==> src/rtl/dual_mask_unit.sv <==
module dual_mask_unit #(
  parameter int SEG_W = 16,
  parameter int NUM_SEGS = 4,
  localparam int W = SEG_W * NUM_SEGS,
  localparam int SEG_IDX_W = (NUM_SEGS > 1) ? $clog2(NUM_SEGS) : 1
) (
  input  logic                 clk,
  input  logic                 rst_n,
  input  logic                 wr_en,
  input  logic [1:0]           wr_dest,
  input  logic [SEG_IDX_W-1:0] wr_seg,
  input  logic [SEG_W-1:0]     wr_data,
  input  logic [SEG_W-1:0]     wr_keep,
  input  logic [1:0]           cmd,
  input  logic                 act_sel,
  output logic [W-1:0]         active_mask,
  input  logic [1:0]           rd_sel,
  output logic [W-1:0]         rd_data
);
  localparam logic [1:0] CMD_IDLE = 2'd0;
  localparam logic [1:0] CMD_SWAP = 2'd1;
  localparam logic [1:0] CMD_SHL  = 2'd2;
  localparam logic [1:0] CMD_SHR  = 2'd3;

  logic [W-1:0] m1_fg, m1_bg, m2;
  logic [W-1:0] upd_bits, wdata_w;
  logic         do_wr;
  int           shamt;

  assign shamt    = int'(wr_seg) * SEG_W;
  assign upd_bits = {{(W-SEG_W){1'b0}}, ~wr_keep} << shamt;
  assign wdata_w  = {{(W-SEG_W){1'b0}}, wr_data} << shamt;
  assign do_wr    = wr_en && (cmd == CMD_IDLE);

  always_ff @(posedge clk) begin
    if (!rst_n) begin
      m1_fg <= '0;
      m1_bg <= '0;
      m2    <= '0;
    end else begin
      case (cmd)
        CMD_SWAP: begin
          m1_fg <= m1_bg;
          m1_bg <= m1_fg;
        end
        CMD_SHL: m2 <= {m2[W-2:0], 1'b0};
        CMD_SHR: m2 <= {1'b0, m2[W-1:1]};
        default: if (do_wr) begin
          case (wr_dest)
            2'd0: m1_fg <= (m1_fg & ~upd_bits) | (wdata_w & upd_bits);
            2'd1: m1_bg <= (m1_bg & ~upd_bits) | (wdata_w & upd_bits);
            2'd2: m2    <= (m2 & ~upd_bits) | (wdata_w & upd_bits);
            default: ;
          endcase
        end
      endcase
    end
  end

  assign active_mask = act_sel ? m2 : m1_fg;

  always_comb begin
    case (rd_sel)
      2'd0:    rd_data = m1_fg;
      2'd1:    rd_data = m1_bg;
      2'd2:    rd_data = m2;
      default: rd_data = '0;
    endcase
  end

  p_swap_r4: assert property (@(posedge clk) disable iff (!rst_n)
    ($past(rst_n) && $past(cmd) == CMD_SWAP) |->
      (m1_fg == $past(m1_bg) && m1_bg == $past(m1_fg) && $stable(m2)));

  p_shl_r5: assert property (@(posedge clk) disable iff (!rst_n)
    ($past(rst_n) && $past(cmd) == CMD_SHL) |->
      (m2[0] == 1'b0 && m2[W-1:1] == $past(m2[W-2:0])));

  p_shr_r6: assert property (@(posedge clk) disable iff (!rst_n)
    ($past(rst_n) && $past(cmd) == CMD_SHR) |->
      (m2[W-1] == 1'b0 && m2[W-2:0] == $past(m2[W-1:1])));

  p_shift_keeps_m1_r10: assert property (@(posedge clk) disable iff (!rst_n)
    ($past(rst_n) && $past(cmd[1])) |-> ($stable(m1_fg) && $stable(m1_bg)));

  p_idle_hold_r10: assert property (@(posedge clk) disable iff (!rst_n)
    ($past(rst_n) && $past(cmd) == CMD_IDLE && !$past(wr_en)) |->
      ($stable(m1_fg) && $stable(m1_bg) && $stable(m2)));

  p_seg_only_r3: assert property (@(posedge clk) disable iff (!rst_n)
    ($past(rst_n) && $past(cmd) == CMD_IDLE && $past(wr_en)) |->
      ((((m1_fg ^ $past(m1_fg)) | (m1_bg ^ $past(m1_bg)) | (m2 ^ $past(m2)))
        & ~$past(upd_bits)) == '0));
endmodule

==> config.mk <==
export PLATFORM = sky130hd
export DESIGN_NAME = dual_mask_unit
export DESIGN_NICKNAME = d
export VERILOG_FILES = /design/src/rtl/dual_mask_unit.sv
export SDC_FILE = /design/constraint.sdc
export NUM_CORES = 1
export LEC_CHECK = 0
export ABC_CLOCK_PERIOD_IN_PS = 2600
export BUFFER_PORTS_ARGS = -buffer_cell sky130_fd_sc_hd__buf_4
export CORE_UTILIZATION = 40
export CTS_BUF_LIST = sky130_fd_sc_hd__clkbuf_8
export DETAILED_ROUTE_END_ITERATION = 6
export GPL_ROUTABILITY_DRIVEN = 0
export PLACE_DENSITY = 0.64
export SKIP_LAST_GASP = 1
export SYNTH_ARGS = -nofsm -noshare
export SYNTH_HDL_FRONTEND = slang
export SYNTH_SLANG_ARGS = --single-unit
==> constraint.sdc <==
create_clock -name clk -period 2.6 [get_ports clk]
set_clock_uncertainty 0.05 [all_clocks]
set_input_delay 0.52 -clock clk [delete_from_list [all_inputs] [get_ports clk]]
set_output_delay 0.52 -clock clk [all_outputs]
set_load 0.01 [all_outputs]
==> results.md, run 1 <==
* Status: finished clean
* IO Port Bufs at 171
* Level count of the clock H-tree at 4
* Maximum clock frequency at 441.0 MHz
* Top area cells in the synthesized netlist: dfxtp_1, mux2i_1, o311ai_0
* Switching component of the power at roughly 2.8 mW
* Synth Instances at 1609
* Instance count along the most critical hold path at 3
* I/O pin cnt at 172
* CTS max path bufs at 2
* Die W at 187.7 um
* Avg WL per Cell at 26.49 um
* Vias after detailed routing at 14250
* CTS clk-pin slew, worst paths at 0.10 ns
* Net total in the final layout at 1681
* Length in cells of the worst reg-to-reg path at 3
* Final Cycle Share at between 80% and 90%
* Worst skew pair latency at 0.49 ns
* Die area at ~35000 um2
* Portion of the post-synthesis area used by sequential elements at between 20 and 30%
* CP max-delay cell: o21ai_0
* Gate power share at 28.4%
* Synth cell count leaders: dfxtp_1, a21oi_1, a211oi_1, o311ai_0, mux2i_1
* PD cells at 527.9 nW/um2
* Number of design-rule violations left by the first detailed-router iteration at just under 2000
* Ys Warns at 0
* Footprint of the multi-input gates at 8929 um2
* Worst-case vdd ir drop at about 0.37 mV
* Number of global-route vias before repair at 13530
* Count of filler cells inserted in the layout at 3292
* Number of buffer and inverter stages on the critical path at 3
* Sequential fraction of design power at 43.6%
* Pin count of the biggest net entering global routing at 101
* Site row count at 67
* Number of buffers inserted for hold repair after clock tree synthesis at 0
* Post-CTS setup buffer count at 0
* Area inside the core boundary at 33700 um2
* Post-synth EDFFs at 0
* Synth async-reset ratio at 0%
* Share of Yosys cell area claimed by the top area cell type at 27.87%
* Post-route DRC at 0
* Crit-path cells: buf_4 > buf_4 > mux2i_1 > o21ai_0 > buf_4
* Wire length of the first global-routing pass at approximately 84000 um
* CP startpoint kind: input port
* Number of slew-limit violations in the final report at 0
* Pin slew with the least headroom to its limit at 0.6863 ns
* CTS Buf Count at 17
* Delay of the slowest cell on the worst path at 0.34 ns
* Internal power component at roughly 5.5 mW
* Mapped Nets at 1653
* Total standard cell area after synthesis at 13790 um2
* Worst slew margin relative to its limit at between 50% and 60%
* Number of setup violations in the final report at 0
* Clock period minus worst slack at between 2 and 2.5 ns
* Number of violations of the max-capacitance limit at 0
* Synth Flop Type: dfxtp_1
* Count of instances resized after the clock tree is built at 0
* DRT Pass-1 Iters at 6
* CTS tree: yes
* DP Wirelength at approximately 37000 um
* Cell taking the most area after synthesis: dfxtp_1
* Required @ worst endpoint at 2.03 ns
* Crit-path leading delay family: buffers and inverters
* Crit end category: primary output
* Unrepaired setup endpoints after global routing: false
* Global-route usage over all layers at 30.65%
* Flip-flop and latch count after synthesis at 192
* Origin of the worst min-delay path: wr_data[6]
* Count of final hold-check violations at 0
* Post-DR vias/cell at 6.790
* Buffer type at the clock tree root: clkbuf_8
* Part of the power in the clock network at 28.0%
* Worst hold-check path type: input port to flip-flop
* Area growth syn-to-layout at 14.33%
* Cell with the most instances after synthesis: dfxtp_1
* Critical path arrival at 1.70 ns
* Post-detailed-route count of antenna-violating nets at 0
* GRT overflow at 0
* Hold Slack at 0.2842 ns
* Highest net fanout along the worst path at 10
* Most used cell, CP: buf_4
* Number of distinct library cells after synthesis at 38
* Initial antenna violation count at 5
* Share of layout cells above drive strength 1 at 27.73%
* FF+latch area at just under 4000 um2
* Kind of critical path: input port to primary output
* Cell leakage power at ~5.7 nW
* Total detailed-routing wirelength at about 56000 um
* Die height at 187.7 um
* Final-layout setup total negative slack at 0 ns
* Average cell area after synthesis at 8.571 um2
* Number of sinks handled by clock tree synthesis at around 190
* Worst-case register-to-register setup slack at 1.34 ns
* Net Sw Frac at 34.21%
* Initial standard-cell utilization of the core at 40.92%
[power groups by stage]
stage               clock, mW  combinational (mW)  sequential [mW]
finish                   2.33                2.36             3.63
global route             2.45                2.53             3.67
CTS                      2.34                2.33             3.62
detailed placement          0                2.32             3.68
global placement            0                2.28             3.67
floorplan                   0                1.50             3.52
[per-layer routing]
metal	part of all wire (%)	wire [um]	global-route usage [%]
met3	11	6068	6.925
met4	4.8	2661	15.23
met5	0	0	0
met1	41	22730	41.85
met2	43	24110	45.09
[worst reg2reg max path, delay by kind of cell, from the launching register on]
| kind | cells | cell delay (ns) |
|---|---|---|
| and+or+nand+nor | 1 | 0.47 |
| AOI/OAI and AO/OA | 2 | 0.24 |
| DFF | 1 | 0.38 |
[layout by cell type, fill, tap and decap left out, types with 65 or more instances in the layout]
cell type | Yosys | routed
o21ai_0 | 79 | 79
a21oi_1 | 173 | 173
nand2_1 | 65 | 65
mux2_2 | 75 | 75
dfxtp_1 | 192 | 192
nor3_1 | 67 | 67
o311ai_0 | 128 | 128
buf_4 | 10 | 204
a211oi_1 | 128 | 128
or3b_2 | 92 | 92
mux2i_1 | 115 | 115
[per-stage QoR]
step                cell area (um2)  power (mW)  utilization, %  cells  worst slack (ns)
finish                        15770       8.324           46.79   2098            0.3326
global route                  15760       8.647           46.77   2096            0.3282
CTS                           15760       8.288           46.77   2096            0.4062
detailed placement            15320       6.007           45.46   2066            0.4124
global placement              15320       5.951           45.46   2066            0.3957
floorplan                     13790       5.025               -   1609            0.5068
[cell type report]
type / instances / share of cell area [%]
clock inverter: 13 / 1.333
timing repair buffer: 227 / 12.52
tap: 448 / 3.555
clock buffer: 17 / 1.484
sequential: 192 / 24.38
antenna: 2 / 0.03174
multi-input combinational: 1196 / 56.63
inverter: 3 / 0.07142
[worst max path at each step]
stage               startpoint          end  slack [ns]  cells past startpoint
finish               rd_sel[1]  rd_data[29]        0.33                      5
global route         rd_sel[1]  rd_data[29]        0.33                      5
CTS                  rd_sel[1]  rd_data[29]        0.41                      5
detailed placement   rd_sel[1]  rd_data[40]        0.41                      5
global placement     rd_sel[1]  rd_data[29]        0.40                      5
floorplan            rd_sel[0]  rd_data[13]        0.51                      6
[logic make-up (layout without fill, tap and decap cells)]
logic type | count (synthesis) | count (layout) | share of synthesized area, %
AO/OA/AOI/OAI | 642 | 642 | 32.02
AND/OR/NAND/NOR | 364 | 364 | 17.78
flip-flops | 192 | 192 | 27.87
buffers and inverters | 221 | 260 | 7.857
multiplexers | 190 | 190 | 14.47
other | 0 | 2 | 0
No activity file was read; power rests on OpenSTA's default activity.
==> inputs of run 2 (changes only) <==
--- a/config.mk
+++ b/config.mk
@@ -7,6 +7,7 @@
 export LEC_CHECK = 0
 export ABC_CLOCK_PERIOD_IN_PS = 2600
 export BUFFER_PORTS_ARGS = -buffer_cell sky130_fd_sc_hd__buf_4
+export CORE_MARGIN = 5
 export CORE_UTILIZATION = 40
 export CTS_BUF_LIST = sky130_fd_sc_hd__clkbuf_8
 export DETAILED_ROUTE_END_ITERATION = 6
==> results.md, run 2 (synthesized netlist as in run 1, its figures left out) <==
* Worst hold-check path type: input port to flip-flop
* Initial antenna violation count at 1 (-4)
* Instance count along the most critical hold path at 3 (unchanged)
* Final Cycle Share at 89.41% (+2.2 points)
* Unrepaired setup endpoints after global routing: false
* Post-CTS setup buffer count at 0 (unchanged)
* Number of violations of the max-capacitance limit at 0 (unchanged)
* Cell leakage power at 5.680 nW (-0.23%)
* Maximum clock frequency at 430.2 MHz (-2.5%)
* CTS clk-pin slew, worst paths at 0.12 ns (+0.02 ns)
* Number of global-route vias before repair at 13750 (+1.7%)
* Die W at 195.7 um (+4.3%)
* Buffer type at the clock tree root: clkbuf_8
* Post-detailed-route count of antenna-violating nets at 0 (unchanged)
* Overall power consumption at 8.293 mW (-0.37%)
* CTS max path bufs at 2 (unchanged)
* Total detailed-routing wirelength at 57280 um (+3.1%)
* Clock period minus worst slack at 2.325 ns (+0.05726 ns)
* CTS Buf Count at 17 (unchanged)
* Internal power component at 5.316 mW (-2.9%)
* Net Sw Frac at 35.90% (+1.7 points)
* Number of design-rule violations left by the first detailed-router iteration at 1595 (-18%)
* Crit end category: primary output
* Vias after detailed routing at 14300 (+0.38%)
* Worst-case vdd ir drop at 0.3255 mV (-11%)
* Pin count of the biggest net entering global routing at 129 (+28%)
* Initial standard-cell utilization of the core at 40.22% (-0.70 points)
* Die height at 195.7 um (+4.3%)
* CP startpoint kind: input port
* Avg WL per Cell at 27.07 um (+2.2%)
* Worst Setup SP: rd_sel[1]
* Critical path arrival at 1.75 ns (+0.05 ns)
* Area growth syn-to-layout at 14.31% (about the same)
* Required @ worst endpoint at 2.03 ns (about the same)
* Kind of critical path: input port to primary output
* Site row count at 68 (+1.5%)
* Count of instances resized after the clock tree is built at 0 (unchanged)
* Number of sinks handled by clock tree synthesis at 192 (unchanged)
* Final-layout setup total negative slack at 0 ns (unchanged)
* Least setup slack across all paths after layout at 0.2754 ns (-0.05726 ns)
* Worst-case register-to-register setup slack at 1.33 ns (about the same)
* GRT overflow at 0 (unchanged)
* IO Port Bufs at 171 (unchanged)
* Count of final hold-check violations at 0 (unchanged)
* CTS tree: yes
* Level count of the clock H-tree at 4 (unchanged)
* Gate power share at 28.9% (+0.5 points)
* PD cells at 526.1 nW/um2 (-0.34%)
* Status: finished clean
* Post-DR vias/cell at 6.758 (-0.47%)
* Number of setup violations in the final report at 0 (unchanged)
* Length in cells of the worst reg-to-reg path at 3 (unchanged)
* Part of the power in the clock network at 27.6% (-0.4 points)
* Number of slew-limit violations in the final report at 0 (unchanged)
* Placement Setup Slack at 0.2834 ns (-0.1290 ns)
* I/O pin cnt at 172 (unchanged)
* Die area at 38290 um2 (+8.7%)
* Origin of the worst min-delay path: wr_data[9]
* Pin slew with the least headroom to its limit at 0.7033 ns (+0.01699 ns)
* Wire length of the first global-routing pass at 86480 um (+2.9%)
* Most common cell after layout, fill and taps aside: buf_4
* Area inside the core boundary at 34290 um2 (+1.7%)
* Net total in the final layout at 1686 (+0.30%)
* Sequential fraction of design power at 43.6% (about the same)
* Post-route DRC at 0 (unchanged)
* Highest net fanout along the worst path at 14 (+4)
* Share of layout cells above drive strength 1 at 28.10% (+0.37 points)
* Worst skew pair latency at 0.50 ns (about the same)
* Final design utilization at 45.98% (-0.81 points)
* DP Wirelength at 36880 um (+0.74%)
* Switching component of the power at 2.977 mW (+4.6%)
* Global-route usage over all layers at 28.49% (-2.2 points)
* DRT Pass-1 Iters at 5 (-1)
* Commonest cells after routing, fill and taps aside: buf_4, dfxtp_1, a21oi_1, o311ai_0, a211oi_1
* Number of buffers inserted for hold repair after clock tree synthesis at 0 (unchanged)
* Worst slew margin relative to its limit at 53.12% (-1.1 points)
run 2: changes by cell type in the layout (fill, tap and decap cells not counted), sizes merged:
cell,change
buf,+5
inv,+2
bufinv,-2
clkinvlp,+2
diode,+4
run 2: how the worst max path moves through the flow:
stage,endpoint,slack [ns],cells past startpoint
2_1_floorplan,rd_data[13],0.51,6
3_3_place_gp,rd_data[24],0.29,6
3_5_place_dp,rd_data[24],0.28,6
4_1_cts,rd_data[24],0.28,6
5_1_grt,rd_data[25],0.20,6
6_report,rd_data[24],0.28,6
run 2: stage by stage:
stage / cells / cell area (um2) / hold WS, ns
6_report: 2116 / 15760 / 0.2528
5_1_grt: 2110 / 15750 / 0.2349
4_1_cts: 2110 / 15750 / 0.2376
3_5_place_dp: 2078 / 15310 / 0.4655
3_3_place_gp: 2078 / 15310 / 0.4526
2_1_floorplan: 1609 / 13790 / 0.4228
run 2: critical path, cell delays in order:
cell and delay [ns]:
buf_4 0.27, buf_12 0.22, buf_12 0.17, mux2i_1 0.08, o21ai_0 0.29, buf_4 0.19
run 2: layout make-up:
cell class              instances  area [um2]
multi-input cells            1196        8929
fillers                      3358       18520
inverters                       3       11.26
well taps                     455       569.3
flip-flops and latches        192        3844
clock inverters                15       200.2
clock buffers                  17       234.0
diodes                          6       15.01
repair buffers                232        1962
run 2: power by group through the flow:
stage	Combinational, mW	Clock [mW]	Sequential [mW]
2_1_floorplan	1.50	0	3.52
3_3_place_gp	2.32	0	3.65
3_5_place_dp	2.36	0	3.67
4_1_cts	2.37	2.28	3.60
5_1_grt	2.57	2.42	3.65
6_report	2.40	2.29	3.61
run 2: layer usage:
| layer | share of wire, % | routed length [um] | up-vias | track usage [%] |
|---|---|---|---|---|
| li1 | - | - | 6341 | - |
| met1 | 40 | 22760 | 6925 | 37.80 |
| met2 | 44 | 25390 | 865 | 43.53 |
| met3 | 11 | 6410 | 169 | 7.402 |
| met4 | 4.7 | 2717 | 0 | 13.03 |
| met5 | 0 | 0 | - | 0 |
==> inputs of run 3 (changes only) <==
--- a/config.mk
+++ b/config.mk
@@ -8,11 +8,11 @@
 export ABC_CLOCK_PERIOD_IN_PS = 2600
 export BUFFER_PORTS_ARGS = -buffer_cell sky130_fd_sc_hd__buf_4
 export CORE_MARGIN = 5
-export CORE_UTILIZATION = 40
+export CORE_UTILIZATION = 25
 export CTS_BUF_LIST = sky130_fd_sc_hd__clkbuf_8
 export DETAILED_ROUTE_END_ITERATION = 6
 export GPL_ROUTABILITY_DRIVEN = 0
-export PLACE_DENSITY = 0.64
+export PLACE_DENSITY = 0.46
 export SKIP_LAST_GASP = 1
 export SYNTH_ARGS = -nofsm -noshare
 export SYNTH_HDL_FRONTEND = slang
==> results.md, run 3 (synthesized netlist as in run 1, its figures left out) <==
* Status: finished clean
* Number of global-route vias before repair at 13760 (+0.022%)
* CP max-delay cell: buf_4
* PD cells at 517.5 nW/um2 (-1.6%)
* Worst-case register-to-register setup slack at 1.33 ns (about the same)
* Initial antenna violation count at 2 (+1)
* DP Wirelength at 43380 um (+18%)
* Footprint of the multi-input gates at 8929 um2 (unchanged)
* Wire length of the first global-routing pass at 95220 um (+10%)
* Count of instances resized after the clock tree is built at 0 (unchanged)
* Most common cell after layout, fill and taps aside: buf_4
* Share of layout cells above drive strength 1 at 28.47% (+0.37 points)
* Most used cell, CP: buf_4
* IO Port Bufs at 171 (unchanged)
* Non-filler cells, final at 2372 (+12%)
* Worst skew pair latency at 0.51 ns (about the same)
* Number of violations of the max-capacitance limit at 0 (unchanged)
* Critical path arrival at 1.71 ns (-0.04 ns)
* Cell leakage power at 5.726 nW (+0.81%)
* Kind of critical path: input port to primary output
* Number of slew-limit violations in the final report at 0 (unchanged)
* Number of sinks handled by clock tree synthesis at 192 (unchanged)
* Initial standard-cell utilization of the core at 25.13% (-15 points)
* Required @ worst endpoint at 2.03 ns (about the same)
* Switching component of the power at 3.000 mW (+0.77%)
* Maximum clock frequency at 439.1 MHz (+2.1%)
* Pin count of the biggest net entering global routing at 114 (-12%)
* Crit-path cells: buf_4 > nor2b_4 > buf_4 > nand2_1 > o21ai_0 > buf_4
* Sequential fraction of design power at 43.9% (+0.3 points)
* Area inside the core boundary at 54880 um2 (+60%)
* Count of final hold-check violations at 0 (unchanged)
* GRT overflow at 0 (unchanged)
* Unrepaired setup endpoints after global routing: false
* Post-DR vias/cell at 5.957 (-12%)
* Net Sw Frac at 35.97% (+0.071 points)
* Post-CTS setup buffer count at 0 (unchanged)
* Worst-case vdd ir drop at 0.3176 mV (-2.4%)
* Number of buffers inserted for hold repair after clock tree synthesis at 0 (unchanged)
* Global-route usage over all layers at 20.80% (-7.7 points)
* Net total in the final layout at 1696 (+0.59%)
* CTS Buf Count at 17 (unchanged)
* CTS clk-pin slew, worst paths at 0.12 ns (about the same)
* Die W at 244.9 um (+25%)
* Origin of the worst min-delay path: wr_data[6]
* Die height at 244.9 um (+25%)
* Commonest cells after routing, fill and taps aside: buf_4, dfxtp_1, a21oi_1, o311ai_0, a211oi_1
* Site row count at 86 (+26%)
* I/O pin cnt at 172 (unchanged)
* CTS max path bufs at 2 (unchanged)
* Area growth syn-to-layout at 16.88%
* Crit end category: primary output
* Gate power share at 29.0% (about the same)
* Internal power component at 5.340 mW (+0.46%)
* Avg WL per Cell at 27.62 um (+2.1%)
* Total detailed-routing wirelength at 65530 um (+14%)
* Post-route DRC at 0 (unchanged)
* Number of design-rule violations left by the first detailed-router iteration at 1408 (-12%)
* Pin slew with the least headroom to its limit at 0.7026 ns (-0.0006289 ns)
* Level count of the clock H-tree at 4 (unchanged)
* Vias after detailed routing at 14130 (-1.2%)
* Buffer type at the clock tree root: clkbuf_8
* Highest net fanout along the worst path at 23 (+9)
* Die area at 59960 um2 (+57%)
* Delay of the slowest cell on the worst path at 0.34 ns (+0.05 ns)
* Post-detailed-route count of antenna-violating nets at 0 (unchanged)
* Number of cells in the design after placement at 2337 (+12%)
* CP startpoint kind: input port
* Final-layout setup total negative slack at 0 ns (unchanged)
* Instance count along the most critical hold path at 3 (unchanged)
* Final Cycle Share at 87.59% (-1.8 points)
* Worst Setup SP: rd_sel[0]
* Worst hold-check path type: input port to flip-flop
* Worst slew margin relative to its limit at 53.16% (about the same)
* DRT Pass-1 Iters at 6 (+1)
* CTS tree: yes
* Number of setup violations in the final report at 0 (unchanged)
* Clock period minus worst slack at 2.277 ns (-0.04723 ns)
* Part of the power in the clock network at 27.1% (-0.5 points)
* Count of filler cells inserted in the layout at 5835 (+74%)
* Length in cells of the worst reg-to-reg path at 3 (unchanged)
* FF+latch area at 3844 um2 (unchanged)
run 3: cell count changes in the layout (fill, tap and decap cells not counted), sizes merged:
| cell | delta |
|---|---|
| clkinv | -1 |
| diode | -3 |
| inv | -2 |
| clkbuf | +2 |
| buf | +10 |
| clkinvlp | +1 |
run 3: layer usage:
metal / track usage, % / wire [um] / share of wire (%)
met5: 0 / 0 / 0
met4: 6.485 / 1788 / 2.7
met3: 3.778 / 4632 / 7.1
met2: 32.57 / 29710 / 45
met1: 29.12 / 29390 / 45
run 3: worst max-delay path by stage:
stage | end | slack (ns) | cells past startpoint
global placement | rd_data[33] | 0.33 | 6
global route | rd_data[11] | 0.19 | 6
CTS | rd_data[11] | 0.30 | 6
detailed placement | rd_data[11] | 0.31 | 6
floorplan | rd_data[13] | 0.51 | 6
finish | rd_data[30] | 0.32 | 6
run 3: power by group through the flow:
stage	logic, mW	registers (mW)	clock network (mW)
after floorplan	1.50	3.52	0
after global placement	2.37	3.72	0
after detailed placement	2.41	3.73	0
after CTS	2.42	3.66	2.30
after global routing	2.61	3.70	2.40
final	2.42	3.66	2.26
run 3: critical path: cells and delay by family:
| kind | cells | cell delay (ns) |
|---|---|---|
| AOI/OAI and AO/OA | 1 | 0.10 |
| buffers and inverters | 3 | 0.73 |
| and+or+nand+nor | 2 | 0.34 |
run 3: layout make-up:
class | count | share of cell area (%)
repair buffers | 242 | 12.56
clock inverters | 13 | 0.9936
clock buffers | 19 | 1.622
well taps | 704 | 5.465
inverters | 3 | 0.06986
diodes | 3 | 0.04658
flip-flops and latches | 192 | 23.85
multi-input cells | 1196 | 55.39
run 3: per-stage QoR:
step                      area, um2  worst slack [ns]  power (mW)  utilization, %  hold slack, ns
after floorplan               13790            0.5068       5.025               -          0.4228
after global placement        15690            0.3273       6.084           28.59          0.4545
after detailed placement      15690            0.3071       6.132           28.59          0.4688
after CTS                     16110            0.3044       8.371           29.36          0.2308
after global routing          16110            0.1863       8.713           29.36          0.2418
final                         16120            0.3226       8.341           29.37          0.2644
